==> src/rtl/bwf_pkg.sv <==
package bwf_pkg;
  localparam int unsigned ADDR_W = 32;
  localparam int unsigned IO_W   = 16;
  localparam int unsigned FULL_W = 2 * ADDR_W;

  typedef enum logic [1:0] {
    K_MEM = 2'd0,
    K_DAC = 2'd1,
    K_IO  = 2'd2,
    K_CFG = 2'd3
  } cyc_kind_e;

  typedef enum logic [1:0] {
    S_MBASE  = 2'd0,
    S_MLIM   = 2'd1,
    S_IOBASE = 2'd2,
    S_IOLIM  = 2'd3
  } reg_sel_e;

  typedef struct packed {
    logic [ADDR_W-1:0] mem_base;
    logic [ADDR_W-1:0] mem_lim;
    logic [IO_W-1:0]   io_base;
    logic [IO_W-1:0]   io_lim;
    logic              mem_on;
    logic              io_on;
  } win_t;
endpackage

==> src/rtl/bwf_window_regs.sv <==
module bwf_window_regs
  import bwf_pkg::*;
(
  input  logic              clk,
  input  logic              rst_n,
  input  logic              we,
  input  logic [1:0]        sel,
  input  logic [ADDR_W-1:0] wdata,
  output win_t              win
);
  win_t win_q, win_d;

  always_comb begin
    win_d = win_q;
    unique case (reg_sel_e'(sel))
      S_MBASE:  win_d.mem_base = wdata;
      S_MLIM: begin
        win_d.mem_lim = wdata;
        win_d.mem_on  = 1'b1;
      end
      S_IOBASE: win_d.io_base = wdata[IO_W-1:0];
      S_IOLIM: begin
        win_d.io_lim = wdata[IO_W-1:0];
        win_d.io_on  = 1'b1;
      end
      default:  win_d = win_q;
    endcase
  end

  always_ff @(posedge clk or negedge rst_n) begin
    if (!rst_n) begin
      win_q <= '0;
    end else if (we) begin
      win_q <= win_d;
    end
  end

  assign win = win_q;
endmodule

==> src/rtl/bwf_range_cmp.sv <==
module bwf_range_cmp #(
  parameter int unsigned W = 32
) (
  input  logic [W-1:0] val,
  input  logic [W-1:0] lo,
  input  logic [W-1:0] hi,
  input  logic         armed,
  output logic         hit
);
  logic above_lo;
  logic below_hi;

  assign above_lo = (val >= lo);
  assign below_hi = (val <= hi);
  // an inverted window (hi < lo) can never satisfy both terms
  assign hit      = armed && above_lo && below_hi;
endmodule

==> src/rtl/bwf_port_decode.sv <==
module bwf_port_decode
  import bwf_pkg::*;
#(
  parameter bit DOWNSTREAM = 1'b0
) (
  input  logic              clk,
  input  logic              rst_n,
  input  logic              vld,
  input  logic [1:0]        kind,
  input  logic [ADDR_W-1:0] addr,
  input  win_t              win,
  output logic              fwd_vld,
  output logic              fwd_claim,
  output logic              fwd_io,
  output logic [FULL_W-1:0] fwd_addr
);
  logic              pend_q, pend_d;
  logic [ADDR_W-1:0] low_q, low_d;
  logic              ov_q, ov_d;
  logic              claim_q, claim_d;
  logic              io_q, io_d;
  logic [FULL_W-1:0] addr_q, addr_d;
  logic              hit_mem, hit_io;
  logic              low_en;

  bwf_range_cmp #(.W(ADDR_W)) i_mem_cmp (
    .val(addr), .lo(win.mem_base), .hi(win.mem_lim),
    .armed(win.mem_on), .hit(hit_mem)
  );

  bwf_range_cmp #(.W(IO_W)) i_io_cmp (
    .val(addr[IO_W-1:0]), .lo(win.io_base), .hi(win.io_lim),
    .armed(win.io_on), .hit(hit_io)
  );

  // next-state logic
  always_comb begin
    pend_d  = pend_q;
    low_d   = low_q;
    low_en  = 1'b0;
    ov_d    = 1'b0;
    claim_d = 1'b0;
    io_d    = 1'b0;
    addr_d  = addr_q;
    if (vld && pend_q) begin
      pend_d  = 1'b0;
      ov_d    = 1'b1;
      claim_d = DOWNSTREAM;
      addr_d  = {addr, low_q};
    end else if (vld) begin
      unique case (cyc_kind_e'(kind))
        K_MEM: begin
          ov_d    = 1'b1;
          claim_d = DOWNSTREAM ? !hit_mem : hit_mem;
          addr_d  = {{(FULL_W-ADDR_W){1'b0}}, addr};
        end
        K_DAC: begin
          pend_d = 1'b1;
          low_d  = addr;
          low_en = 1'b1;
        end
        K_IO: begin
          ov_d    = 1'b1;
          io_d    = 1'b1;
          claim_d = DOWNSTREAM ? !hit_io : hit_io;
          addr_d  = {{(FULL_W-IO_W){1'b0}}, addr[IO_W-1:0]};
        end
        default: ov_d = 1'b0;
      endcase
    end
  end

  // registers
  always_ff @(posedge clk or negedge rst_n) begin
    if (!rst_n) begin
      pend_q  <= 1'b0;
      ov_q    <= 1'b0;
      claim_q <= 1'b0;
      io_q    <= 1'b0;
    end else begin
      pend_q  <= pend_d;
      ov_q    <= ov_d;
      claim_q <= claim_d;
      io_q    <= io_d;
    end
  end

  always_ff @(posedge clk or negedge rst_n) begin
    if (!rst_n) begin
      low_q <= '0;
    end else if (low_en) begin
      low_q <= low_d;
    end
  end

  always_ff @(posedge clk or negedge rst_n) begin
    if (!rst_n) begin
      addr_q <= '0;
    end else if (ov_d) begin
      addr_q <= addr_d;
    end
  end

  assign fwd_vld   = ov_q;
  assign fwd_claim = claim_q;
  assign fwd_io    = io_q;
  assign fwd_addr  = addr_q;
endmodule

==> src/rtl/bwf_filter.sv <==
module bwf_filter
  import bwf_pkg::*;
(
  input  logic              clk,
  input  logic              rst_n,
  input  logic              cfg_we,
  input  logic [1:0]        cfg_sel,
  input  logic [ADDR_W-1:0] cfg_wdata,
  input  logic              up_vld,
  input  logic [1:0]        up_kind,
  input  logic [ADDR_W-1:0] up_addr,
  input  logic              dn_vld,
  input  logic [1:0]        dn_kind,
  input  logic [ADDR_W-1:0] dn_addr,
  output logic              up_fwd_vld,
  output logic              up_fwd_claim,
  output logic              up_fwd_io,
  output logic [FULL_W-1:0] up_fwd_addr,
  output logic              dn_fwd_vld,
  output logic              dn_fwd_claim,
  output logic              dn_fwd_io,
  output logic [FULL_W-1:0] dn_fwd_addr
);
  localparam int unsigned NPORT = 2;

  logic [1:0] rst_sync_q;
  logic       rst_int_n;

  // asynchronous assertion, synchronous release
  always_ff @(posedge clk or negedge rst_n) begin
    if (!rst_n) begin
      rst_sync_q <= 2'b00;
    end else begin
      rst_sync_q <= {rst_sync_q[0], 1'b1};
    end
  end
  assign rst_int_n = rst_sync_q[1];

  win_t win;

  bwf_window_regs i_regs (
    .clk(clk), .rst_n(rst_int_n), .we(cfg_we), .sel(cfg_sel),
    .wdata(cfg_wdata), .win(win)
  );

  logic [NPORT-1:0]             vld_a;
  logic [NPORT-1:0][1:0]        kind_a;
  logic [NPORT-1:0][ADDR_W-1:0] addr_a;
  logic [NPORT-1:0]             ov_a, claim_a, io_a;
  logic [NPORT-1:0][FULL_W-1:0] oaddr_a;

  assign vld_a  = {dn_vld, up_vld};
  assign kind_a = {dn_kind, up_kind};
  assign addr_a = {dn_addr, up_addr};

  for (genvar p = 0; p < NPORT; p++) begin : g_port
    bwf_port_decode #(.DOWNSTREAM(p == 1)) i_dec (
      .clk(clk), .rst_n(rst_int_n),
      .vld(vld_a[p]), .kind(kind_a[p]), .addr(addr_a[p]), .win(win),
      .fwd_vld(ov_a[p]), .fwd_claim(claim_a[p]), .fwd_io(io_a[p]),
      .fwd_addr(oaddr_a[p])
    );
  end

  assign up_fwd_vld   = ov_a[0];
  assign up_fwd_claim = claim_a[0];
  assign up_fwd_io    = io_a[0];
  assign up_fwd_addr  = oaddr_a[0];
  assign dn_fwd_vld   = ov_a[1];
  assign dn_fwd_claim = claim_a[1];
  assign dn_fwd_io    = io_a[1];
  assign dn_fwd_addr  = oaddr_a[1];
endmodule

==> config.mk <==
export PLATFORM = sky130hd
export DESIGN_NAME = bwf_filter
export DESIGN_NICKNAME = d
export VERILOG_FILES = /design/src/rtl/bwf_pkg.sv /design/src/rtl/bwf_window_regs.sv /design/src/rtl/bwf_range_cmp.sv /design/src/rtl/bwf_port_decode.sv /design/src/rtl/bwf_filter.sv
export SDC_FILE = /design/constraint.sdc
export NUM_CORES = 1
export LEC_CHECK = 0
export ABC_CLOCK_PERIOD_IN_PS = 27500
export BUFFER_PORTS_ARGS = -buffer_cell sky130_fd_sc_hd__buf_2
export CORE_MARGIN = 1.5
export CORE_UTILIZATION = 25
export CTS_CLUSTER_SIZE = 12
export DETAILED_ROUTE_END_ITERATION = 12
export SYNTH_ARGS = -nofsm -noshare
export SYNTH_HDL_FRONTEND = slang
export SYNTH_SLANG_ARGS = --single-unit
==> constraint.sdc <==
create_clock -name clk -period 27.5 [get_ports clk]
set_clock_uncertainty 0.1 [all_clocks]
set_input_delay 0 -clock clk [delete_from_list [all_inputs] [get_ports clk]]
set_output_delay 0 -clock clk [all_outputs]
set_load 0.01 [all_outputs]
==> impl_metrics.toml <==
[run_status]
status = "finished clean"

[drt]
routed_wirelength_mm = 53.0
drc = 0
dr.first_iter.drc_count = 830
wire_per_inst_um = 19.9
final_antenna_net_count = 0
drt-vias-per-instance = 4.83
num_vias = 12856
drt-pass1-iter-count = 5

[timing]
setup_tns_ns = 0
relSlewSlack = 0.214
finalCriticalPeriod_ns = 2.63
setup_viol = 0
worst_pin_slew_ns = 1.18
timing.final.crit_share = 0.0956
grt_setup_unrepaired = "false"
report.final.hold_viol_count = 0
max_freq_mhz = 380
drv_slew = 0

[final_layout]
multi_input_area_um2 = 7860
syn2layout_area_growth_pct = 27.9
drive_gt1_frac = 0.251
finalNetCount = 2087
fin_cells = 2664
seqCellArea_um2 = 7510
fillCellCount = 6498

[worst_setup_path]
criticalPathCategory = "reg2reg"
cp.arrival_ns = 2.94
max_stage_delay_ns = 0.40
critical-path-slowest-cell = "a221oi_1"
worstSetupEndpointType = "flip-flop"
crit_path_max_fanout = 2
crit_chain = "inv_1, ha_1, a21o_1, a221o_1, a221oi_1, o21ai_0, and2_1, a311oi_1, o22ai_1"
critPathLaunchType = "flip-flop"
worst_ep_required_time_ns = 27.81

[placed_design]
dp.final_hpwl_mm = 38.5
place_inst = 2491
io_buffers = 240
place_congestion = 0.857

[clocking]
post-cts-setup-buffers = 0
clk_path_buf_depth = 3
htree_levels = 2
cts.sinks = 300
cts_resized = 0
cts_tree = "yes"
cts_hold_buffers = 102
root_buffer = "clkbuf_16"
cts_buffers = 39
clk_pin_slew_ns = 0.06
clock_latency_ns = 0.54

[synthesis]
seq_area_frac_synth = 0.471
async_flop_share = 1.00
synth-seq-cells = 300
synth_area_leaders = "dfrtp_1, ha_1, mux2_2, a22o_1, a21oi_1"
yosysWarnings = 0
syn-cell-area_um2 = 16000
syn_inst = 1452
yosys.area.top_type = "dfrtp_1"
synth_edf_count = 0
ys_top_cells_by_count = "dfrtp_1, ha_1, mux2_2, nand2_1, inv_1"
yosysMostFrequentCell = "dfrtp_1"
netlist.area_leader.share = 0.471
dominantRegCellSynth = "dfrtp_1"
postSynthNetCount = 1751
postSynthAreaPerCell_um2 = 11.0
ys_types = 50

[power_and_ir_drop]
peakVddDrop_mv = 0.0328
power_leakage_uw = 0.00972
power_density_nw_per_um2 = 69.2

[global_route]
track_usage = 0.161
first_global_vias = 13335
grt_overflow = 0
grt_pass1_wl_mm = 81.8
antenna_found_initial = 5
grt_max_degree = 84

[run]
drv_cap = 0

[die]
die-area_um2 = 65300
fp.dieW_um = 256
io_pins = 241
start_util = 0.253
rows = 92
chipHeight_um = 256
core-area_um2 = 63100

[min_path]
hold_class = "in2reg"
==> power by group <==
part / leakage [µW] / internal, µW / switching, µW
clock network: 0.000615 / 299 / 204
registers: 0.00371 / 518 / 41.0
logic: 0.00540 / 156 / 195
total: 0.00972 / 973 / 440
==> flip-flops by register name, indices dropped and copies added, names as in the netlist <==
register                flops
i_regs.win                 98
rst_sync_q                  2
g_port.i_dec.pend_q         2
g_port.i_dec.fwd_addr     128
g_port.i_dec.fwd_io         2
g_port.i_dec.low_q         64
g_port.i_dec.fwd_claim      2
g_port.i_dec.fwd_vld        2
==> critical path: cells and delay by family, from the launching register on <==
kind                       cells  cell delay [ns]
AOI/OAI and AO/OA              6             1.51
and+or+nand+nor                1             0.21
buffers and inverters          1             0.09
adders and majority gates      1             0.25
DFF                            1             0.37
==> layout make-up <==
class	count	share of cell area
Clock inverter	16	0.00754
Clock buffer	52	0.0536
Sequential cell	300	0.368
Inverter	103	0.0189
Timing Repair Buffer	357	0.114
Multi-Input combinational cell	987	0.385
Tap cell	846	0.0519
Antenna cell	3	0.000368
==> per-stage QoR <==
| stage | total power (µW) | worst slack, ns | hold WS (ns) | instance area (µm²) | util |
|---|---|---|---|---|---|
| floorplan | 774 | 18.42 | -0.396 | 16000 | - |
| global placement | 889 | 24.84 | -0.314 | 18100 | 0.287 |
| detailed placement | 907 | 24.75 | -0.311 | 18100 | 0.287 |
| CTS | 1430 | 24.73 | 0.00434 | 20400 | 0.323 |
| global route | 1500 | 24.49 | 0.0529 | 20400 | 0.324 |
| finish | 1410 | 24.87 | 0.0453 | 20400 | 0.324 |
==> cell families (layout without fill, tap and decap cells) <==
family | Yosys count | in the layout | synth area share
muxes | 129 | 129 | 0.0911
and+or+nand+nor | 281 | 281 | 0.0857
AOI/OAI and AO/OA | 384 | 384 | 0.162
other | 1 | 4 | 0.000235
adders and majority gates | 192 | 192 | 0.151
buffers and inverters | 165 | 528 | 0.0395
DFF | 300 | 300 | 0.471
==> cells in the final DEF (no fill, tap or decap), drive strengths merged, types with 6 or more instances in the layout <==
master | netlist | layout
dfrtp | 300 | 300
buf | 12 | 255
ha | 192 | 192
mux2 | 129 | 129
nand2 | 121 | 121
dlygate4sd3 | 0 | 102
inv | 101 | 102
a21oi | 93 | 93
o21ai | 79 | 79
a22o | 64 | 64
clkbuf | 50 | 52
nor2 | 42 | 42
nor2b | 37 | 37
o31ai | 32 | 32
a22oi | 32 | 32
nand4 | 24 | 24
a221o | 17 | 17
a21o | 15 | 15
nand3 | 14 | 14
clkinv | 2 | 13
a211oi | 10 | 10
nor3 | 10 | 10
o211ai | 7 | 7
nand2b | 7 | 7
and4 | 7 | 7
a2111oi | 6 | 6
==> layer usage <==
layer / up-vias / wire [µm] / track usage
met5: - / 20 / 0
met4: 4 / 1510 / 0.0523
met3: 75 / 2620 / 0.0327
met2: 321 / 25600 / 0.271
met1: 6455 / 23200 / 0.207
li1: 6001 / - / -
==> worst paths after layout <==
check                                            from                                        to  slack (ns)  depth (start not counted)
max                        i_regs.win[59]$_DFFE_PN0P_       g_port[1].i_dec.fwd_claim$_DFF_PN0_       24.87                          9
max reg2reg                i_regs.win[59]$_DFFE_PN0P_       g_port[1].i_dec.fwd_claim$_DFF_PN0_       24.87                          9
min in group asynchronous     rst_sync_q[1]$_DFF_PN0_  g_port[0].i_dec.fwd_addr[33]$_DFFE_PN0P_        0.20                          0
min reg2reg                   rst_sync_q[1]$_DFF_PN0_  g_port[0].i_dec.fwd_addr[33]$_DFFE_PN0P_        0.20                          0
min                                        cfg_sel[0]                 i_regs.win[1]$_DFFE_PN0P_        0.05                          4
max in group asynchronous     rst_sync_q[1]$_DFF_PN0_  g_port[1].i_dec.fwd_addr[15]$_DFFE_PN0P_       24.90                          2
(Power assumes the default switching activity.)
